<file path="src/rtl/modulo_loop_pkg.sv">
package modulo_loop_pkg;

  typedef enum logic [2:0] {
    OP_NONE   = 3'd0,
    OP_CTOP   = 3'd1,
    OP_CQUIT  = 3'd2,
    OP_WTOP   = 3'd3,
    OP_WQUIT  = 3'd4,
    OP_ROTATE = 3'd5
  } loop_op_e;

  typedef struct packed {
    logic rotate;
    logic newBit;
    logic decLc;
    logic decEsc;
  } loop_strobe_t;

endpackage

</file>
<file path="src/rtl/modulo_loop_ctrl.sv">
module modulo_loop_ctrl
  import modulo_loop_pkg::*;
(
  input  logic         clk,
  input  logic         rstN,
  input  logic         opValid,
  input  logic [2:0]   opCode,
  input  logic         loopCond,
  input  logic         inPred,
  input  logic         anyLoad,
  input  logic         lcZero,
  input  logic         escZero,
  output loop_strobe_t strobe,
  output logic         brTaken
);

  logic takeNow;
  logic condBit;
  logic keepGoing;

  assign condBit = loopCond & inPred;

  always_comb begin
    strobe    = '0;
    takeNow   = 1'b0;
    keepGoing = 1'b0;
    if (opValid && !anyLoad) begin
      case (opCode)
        OP_CTOP, OP_CQUIT: begin
          if (!lcZero) begin
            strobe.rotate = 1'b1;
            strobe.newBit = 1'b1;
            strobe.decLc  = 1'b1;
            keepGoing     = 1'b1;
          end else if (!escZero) begin
            strobe.rotate = 1'b1;
            strobe.decEsc = 1'b1;
            keepGoing     = 1'b1;
          end
          takeNow = (opCode == OP_CTOP) ? keepGoing : lcZero;
        end
        OP_WTOP, OP_WQUIT: begin
          if (condBit) begin
            strobe.rotate = 1'b1;
            strobe.newBit = 1'b1;
            keepGoing     = 1'b1;
          end else if (!escZero) begin
            strobe.rotate = 1'b1;
            strobe.decEsc = 1'b1;
            keepGoing     = 1'b1;
          end
          takeNow = (opCode == OP_WTOP) ? keepGoing : !condBit;
        end
        OP_ROTATE: begin
          strobe.rotate = 1'b1;
          strobe.newBit = 1'b1;
        end
        default: ;
      endcase
    end
  end

  always_ff @(posedge clk or negedge rstN) begin
    if (!rstN) brTaken <= 1'b0;
    else       brTaken <= takeNow;
  end

  // no strobe, no branch in the following cycle
  assert_quiet_idle_R11: assert property (@(posedge clk) disable iff (!rstN)
    !opValid |=> !brTaken);

  // a load in the same cycle suppresses the operation
  assert_load_wins_R9: assert property (@(posedge clk) disable iff (!rstN)
    (opValid && anyLoad) |=> !brTaken);

  // rotate never branches
  assert_rotate_silent_R8: assert property (@(posedge clk) disable iff (!rstN)
    (opValid && !anyLoad && opCode == OP_ROTATE) |=> !brTaken);

endmodule

</file>
<file path="src/rtl/modulo_loop_counters.sv">
module modulo_loop_counters
  import modulo_loop_pkg::*;
#(
  parameter int CNT_W = 8
) (
  input  logic             clk,
  input  logic             rstN,
  input  logic             lcLoadEn,
  input  logic [CNT_W-1:0] lcLoadVal,
  input  logic             escLoadEn,
  input  logic [CNT_W-1:0] escLoadVal,
  input  loop_strobe_t     strobe,
  output logic             lcZero,
  output logic             escZero
);

  localparam logic [CNT_W-1:0] ONE = CNT_W'(1);

  logic [CNT_W-1:0] lcQ;
  logic [CNT_W-1:0] escQ;

  always_ff @(posedge clk or negedge rstN) begin
    if (!rstN) begin
      lcQ  <= '0;
      escQ <= '0;
    end else begin
      if (lcLoadEn)                  lcQ <= lcLoadVal;
      else if (strobe.decLc && !lcZero) lcQ <= lcQ - ONE;
      if (escLoadEn)                 escQ <= escLoadVal;
      else if (strobe.decEsc && !escZero) escQ <= escQ - ONE;
    end
  end

  assign lcZero  = (lcQ == '0);
  assign escZero = (escQ == '0);

  // a trip decrement lowers the counter by exactly one
  assert_lc_step_R2: assert property (@(posedge clk) disable iff (!rstN)
    (strobe.decLc && !lcLoadEn) |=> lcQ == $past(lcQ) - ONE);

  // the trip counter stays at zero without a load
  assert_lc_no_wrap_R4: assert property (@(posedge clk) disable iff (!rstN)
    (!lcLoadEn && lcZero) |=> lcZero);

  // the drain counter stays at zero without a load
  assert_esc_no_wrap_R4: assert property (@(posedge clk) disable iff (!rstN)
    (!escLoadEn && escZero) |=> escZero);

endmodule

</file>
<file path="src/rtl/modulo_loop_predfile.sv">
module modulo_loop_predfile
  import modulo_loop_pkg::*;
#(
  parameter int PRED_N = 8
) (
  input  logic              clk,
  input  logic              rstN,
  input  loop_strobe_t      strobe,
  input  logic              initEn,
  input  logic [PRED_N-1:0] initVal,
  output logic [PRED_N-1:0] stageEn
);

  localparam int              PTR_W = (PRED_N > 1) ? $clog2(PRED_N) : 1;
  localparam logic [PTR_W:0]  WRAP  = (PTR_W+1)'(PRED_N);
  localparam logic [PTR_W-1:0] LAST = PTR_W'(PRED_N - 1);

  logic [PRED_N-1:0] slotQ;
  logic [PTR_W-1:0]  ptrQ;
  logic [PTR_W-1:0]  ptrNext;
  logic [PTR_W-1:0]  slotIdx [PRED_N];

  assign ptrNext = (ptrQ == '0) ? LAST : ptrQ - PTR_W'(1);

  for (genvar i = 0; i < PRED_N; i++) begin : g_map
    localparam logic [PTR_W:0] OFF = (PTR_W+1)'(i);
    logic [PTR_W:0] rawSum;
    assign rawSum     = {1'b0, ptrQ} + OFF;
    assign slotIdx[i] = (rawSum >= WRAP) ? PTR_W'(rawSum - WRAP) : rawSum[PTR_W-1:0];
    assign stageEn[i] = slotQ[slotIdx[i]];
  end

  always_ff @(posedge clk or negedge rstN) begin
    if (!rstN) begin
      slotQ <= '0;
      ptrQ  <= '0;
    end else if (initEn) begin
      for (int i = 0; i < PRED_N; i++) slotQ[slotIdx[i]] <= initVal[i];
    end else if (strobe.rotate) begin
      ptrQ           <= ptrNext;
      slotQ[ptrNext] <= strobe.newBit;
    end
  end

  // initialization lands in logical stage order
  assert_init_order_R12: assert property (@(posedge clk) disable iff (!rstN)
    initEn |=> stageEn == $past(initVal));

  // a rotation shifts the stage vector up by one
  assert_shift_up_R2: assert property (@(posedge clk) disable iff (!rstN)
    (strobe.rotate && !initEn) |=> stageEn[PRED_N-1:1] == $past(stageEn[PRED_N-2:0]));

  // the bit entering stage 0 is the one requested
  assert_new_bit_R3: assert property (@(posedge clk) disable iff (!rstN)
    (strobe.rotate && !initEn) |=> stageEn[0] == $past(strobe.newBit));

  // no rotation and no init leaves the vector alone
  assert_hold_R4: assert property (@(posedge clk) disable iff (!rstN)
    (!strobe.rotate && !initEn) |=> $stable(stageEn));

endmodule

</file>
<file path="src/rtl/modulo_loop_ctl.sv">
module modulo_loop_ctl
  import modulo_loop_pkg::*;
#(
  parameter int PRED_N = 8,
  parameter int CNT_W  = 8
) (
  input  logic              clk,
  input  logic              rstN,
  input  logic              opValid,
  input  logic [2:0]        opCode,
  input  logic              loopCond,
  input  logic              inPred,
  input  logic              lcLoadEn,
  input  logic [CNT_W-1:0]  lcLoadVal,
  input  logic              escLoadEn,
  input  logic [CNT_W-1:0]  escLoadVal,
  input  logic              predInitEn,
  input  logic [PRED_N-1:0] predInitVal,
  output logic              brTaken,
  output logic [PRED_N-1:0] stageEn
);

  loop_strobe_t strobe;
  logic         lcZero;
  logic         escZero;
  logic         anyLoad;

  assign anyLoad = lcLoadEn | escLoadEn | predInitEn;

  modulo_loop_ctrl u_ctrl (
    .clk      (clk),
    .rstN     (rstN),
    .opValid  (opValid),
    .opCode   (opCode),
    .loopCond (loopCond),
    .inPred   (inPred),
    .anyLoad  (anyLoad),
    .lcZero   (lcZero),
    .escZero  (escZero),
    .strobe   (strobe),
    .brTaken  (brTaken)
  );

  modulo_loop_counters #(.CNT_W(CNT_W)) u_counters (
    .clk        (clk),
    .rstN       (rstN),
    .lcLoadEn   (lcLoadEn),
    .lcLoadVal  (lcLoadVal),
    .escLoadEn  (escLoadEn),
    .escLoadVal (escLoadVal),
    .strobe     (strobe),
    .lcZero     (lcZero),
    .escZero    (escZero)
  );

  modulo_loop_predfile #(.PRED_N(PRED_N)) u_predfile (
    .clk     (clk),
    .rstN    (rstN),
    .strobe  (strobe),
    .initEn  (predInitEn),
    .initVal (predInitVal),
    .stageEn (stageEn)
  );

endmodule

</file>
<file path="config.mk">
export PLATFORM = sky130hd
export DESIGN_NAME = modulo_loop_ctl
export DESIGN_NICKNAME = d
export VERILOG_FILES = /design/src/rtl/modulo_loop_pkg.sv /design/src/rtl/modulo_loop_ctrl.sv /design/src/rtl/modulo_loop_counters.sv /design/src/rtl/modulo_loop_predfile.sv /design/src/rtl/modulo_loop_ctl.sv
export SDC_FILE = /design/constraint.sdc
export NUM_CORES = 1
export LEC_CHECK = 0
export CAP_MARGIN = 25
export CORE_UTILIZATION = 56
export DETAILED_ROUTE_END_ITERATION = 8
export GPL_ROUTABILITY_DRIVEN = 0
export PLACE_DENSITY = 0.87
export REMOVE_ABC_BUFFERS = 1
export SLEW_MARGIN = 20
export SYNTH_ARGS = -nofsm -noshare
export SYNTH_HDL_FRONTEND = slang
export SYNTH_SLANG_ARGS = --single-unit
</file>
<file path="constraint.sdc">
create_clock -name clk -period 3.7 [get_ports clk]
set_clock_uncertainty 0.2 [all_clocks]
set_input_delay 0.925 -clock clk [delete_from_list [all_inputs] [get_ports clk]]
set_output_delay 0.925 -clock clk [all_outputs]
set_load 0.03 [all_outputs]
</file>
==> results by group <==
Outcome
  • Outcome: complete, no violations

GRT
  • GR peak layer: met2
  • Met1 usage: 0.413
  • Met2 usage: 0.480
  • Pin count of the biggest net entering global routing: 29
  • Number of antenna violations at the first check in global routing: 0
  • All-Layer GR Usage: 0.299
  • Vias in the first global route: 2,995
  • First-pass GRT wire length: 14,100 um
  • Met3 usage: 0.0587
  • Grt total ovfl: 0

Setup path
  • Crit path buf inv count: 2
  • CP top delay family: buffers and inverters
  • Worst Path Max Fanout: 20
  • WP data arrival: 2.50 ns
  • FF-to-FF End: u_predfile.slotQ[5]
  • CP startpoint kind: register
  • Crit path cell chain: buf_4 -> o21ai_0 -> mux4_2 -> clkdlybuf4s50_1
  • FF-to-FF setup slack: 1.03 ns
  • Crit Path Category: reg -> out
  • CP peak stage delay: 0.66 ns
  • Critical path capture point type: output port
  • Slowest cell on crit path: clkdlybuf4s50_1
  • Reg2reg path depth: 8
  • Start of the worst register-to-register path: u_predfile.ptrQ[1]
  • WP depth: 4
  • Origin of the worst setup path: u_predfile.ptrQ[0]
  • Critical Path RT: 2.57 ns

Timing
  • Tmin final: 3.63 ns
  • Tcrit/Tclk final: 0.981
  • Worst Tran Pin Value: 0.851 ns
  • Post-route setup slack: 0.0715 ns
  • Setup TNS: 0 ns
  • Final number of setup-violating endpoints: 0
  • Fmax: 276 MHz
  • Final Hold Fails: 0
  • Max-slew headroom: 0.427
  • RSZ-0062 raised after global routing: false
  • Count of pins over their slew limit: 0

Detailed routing
  • DR pass1 iterations: 5
  • WL final: 8580 um
  • Drt wl/cell: 17.8 um
  • Via count: 3,268
  • ANT nets after route: 0
  • DRC violations left: 0
  • Detailed Route Iter0 Violations: 362
  • Vias per cell: 6.77

Pwr
  • Cell Pwr Density: 741 nW/um^2
  • Leak: 0.00141 uW
  • Max IR drop VDD: 0.732 mV
  • Overall power: 2720 uW

Worst hold path
  • WHS Endpoint: u_counters.lcQ[0]
  • Worst Hold Depth: 1
  • Hold Startpoint: u_counters.lcQ[0]
  • Hold/Removal Path Class: reg -> reg

Logic synthesis
  • Post-synth EDFFs: 0
  • Yosys warning count: 0
  • Yosys top cell area share: 0.228
  • Largest area contributor in the netlist: dfrtp_1
  • Synth Cell Area: 3070 um^2
  • Gate Count Post-Synth: 373
  • Sequential area share after synthesis: 0.228
  • Syn_area_per_cell: 8.23 um^2
  • Post-synth ARST share: 1.00
  • Largest cells by area after synthesis: dfrtp_1, mux4_2, ha_1, nand2_1, o21ai_0
  • Yosys cell types: 63
  • Ys flop type: dfrtp_1
  • Synth Register Bits: 28

Finish
  • N_diodes: 0
  • Cell area after layout: 3670 um^2
  • Layout cells sized above 1: 0.121
  • Filler cells: 415
  • Commonest non-fill, non-tap cell in the layout: clkdlybuf4s50_1
  • Number of nets in the layout: 463
  • Layout area overhead: 19.7%
  • Most frequent cells in the layout: clkdlybuf4s50_1, nand2_1, dfrtp_1

Clock tree
  • Max Root-Sink Buffers: 2
  • Root Buffer: clkbuf_8
  • Max H-tree Level: 1
  • Post-cts repair resize count: 0
  • CTS tree: done
  • CTS Sinks: 28
  • Total CTS buffers: 3
  • Setup bufs post-CTS: 0
  • Clock insertion delay at the later pin of the skew report: 0.28 ns
  • Clock-pin slew on the worst setup and hold paths: 0.10 ns
  • Hold_buf cts: 0

Floorplan
  • Die height: 76.0 um
  • Top Ports: 44
  • Core area: 5200 um^2
  • Die Span X: 76.0 um
  • # rows: 26
  • Die area: 5780 um^2
  • Initial Util: 0.589

Place
  • Post-DP Area: 3620 um^2
  • PortBufs: 43
  • Hpwl dp: 6310 um
  • DP Worst Slack: 0.396 ns

Flow run
  • Max-Cap Viols: 0
[sequential cells by signal (all words and copies together) (netlist names)]
signal and cells:
u_predfile.ptrQ 3, u_ctrl.brTaken 1, u_counters.escQ 8, u_counters.lcQ 8, u_predfile.slotQ 8
[metal layers]
layer,wire (um),vias to the layer above
met5,0,-
met4,207,0
met3,835,29
met2,3870,188
met1,3670,1525
li1,-,1526
[final cells by class]
cell class | count | area [um^2] | area share
clock buffers | 3 | 41.3 | 0.0112
inverters | 23 | 86.3 | 0.0235
multi-input cells | 296 | 2170 | 0.592
flip-flops and latches | 28 | 701 | 0.191
well taps | 70 | 87.6 | 0.0239
repair buffers | 63 | 581 | 0.158
[cells in the mapped netlist (all sizes together) (3+ instances only)]
library cell and number:
nand2 36, dfrtp 28, o21ai 27, inv 21, clkbuf 16, nand3 16, nor2 16, a31oi 14
ha 13, o211ai 13, a21oi 12, buf 10, nand4 9, mux2i 8, mux4 8, nor3 8
mux2 7, o311ai 7, or3 7, or4 7, nand2b 6, a211o 5, a211oi 5, a221o 5
xor2 5, a221oi 4, a22oi 4, and3 4, nor2b 4, o221ai 4, o32a 4, a21o 3
nand3b 3, nor3b 3, nor4 3, o31ai 3
[per-stage QoR]
| stage | cells | util | hold slack, ns |
|---|---|---|---|
| 2_1_floorplan | 347 | - | 0.314 |
| 3_3_place_gp | 480 | 0.696 | 0.359 |
| 3_5_place_dp | 480 | 0.696 | 0.364 |
| 4_1_cts | 483 | 0.704 | 0.387 |
| 5_1_grt | 483 | 0.705 | 0.422 |
| 6_report | 483 | 0.705 | 0.385 |
[worst max path at each step]
| stage | end | slack, ns |
|---|---|---|
| final | stageEn[7] | 0.07 |
| after global placement | u_predfile.slotQ[2] | 0.41 |
| after CTS | stageEn[7] | 0.1 |
| after detailed placement | u_predfile.slotQ[2] | 0.40 |
| after floorplan | stageEn[1] | -0.25 |
| after global routing | stageEn[1] | 0.03 |
[power by group]
part | switching (uW) | internal (uW)
sequential | 66.1 | 380
clock | 97.2 | 73.4
combinational | 1210 | 895
[worst register-to-register path, delay by kind of cell (launching register included)]
family,cells,cell delay [ns]
AOI/OAI and AO/OA,3,0.76
buffers and inverters,2,0.39
and+or+nand+nor,2,0.46
adders and majority gates,1,0.40
DFF,1,0.36
[kinds of logic after synthesis]
kind of cell / share of synthesized area
AND/OR/NAND/NOR: 0.237
AO/OA/AOI/OAI: 0.287
buffers and inverters: 0.0644
flip-flops: 0.228
multiplexers: 0.111
adder cells (fa/ha/maj): 0.0530
XOR/XNOR: 0.0200
Power figures use the tool's default switching activity.
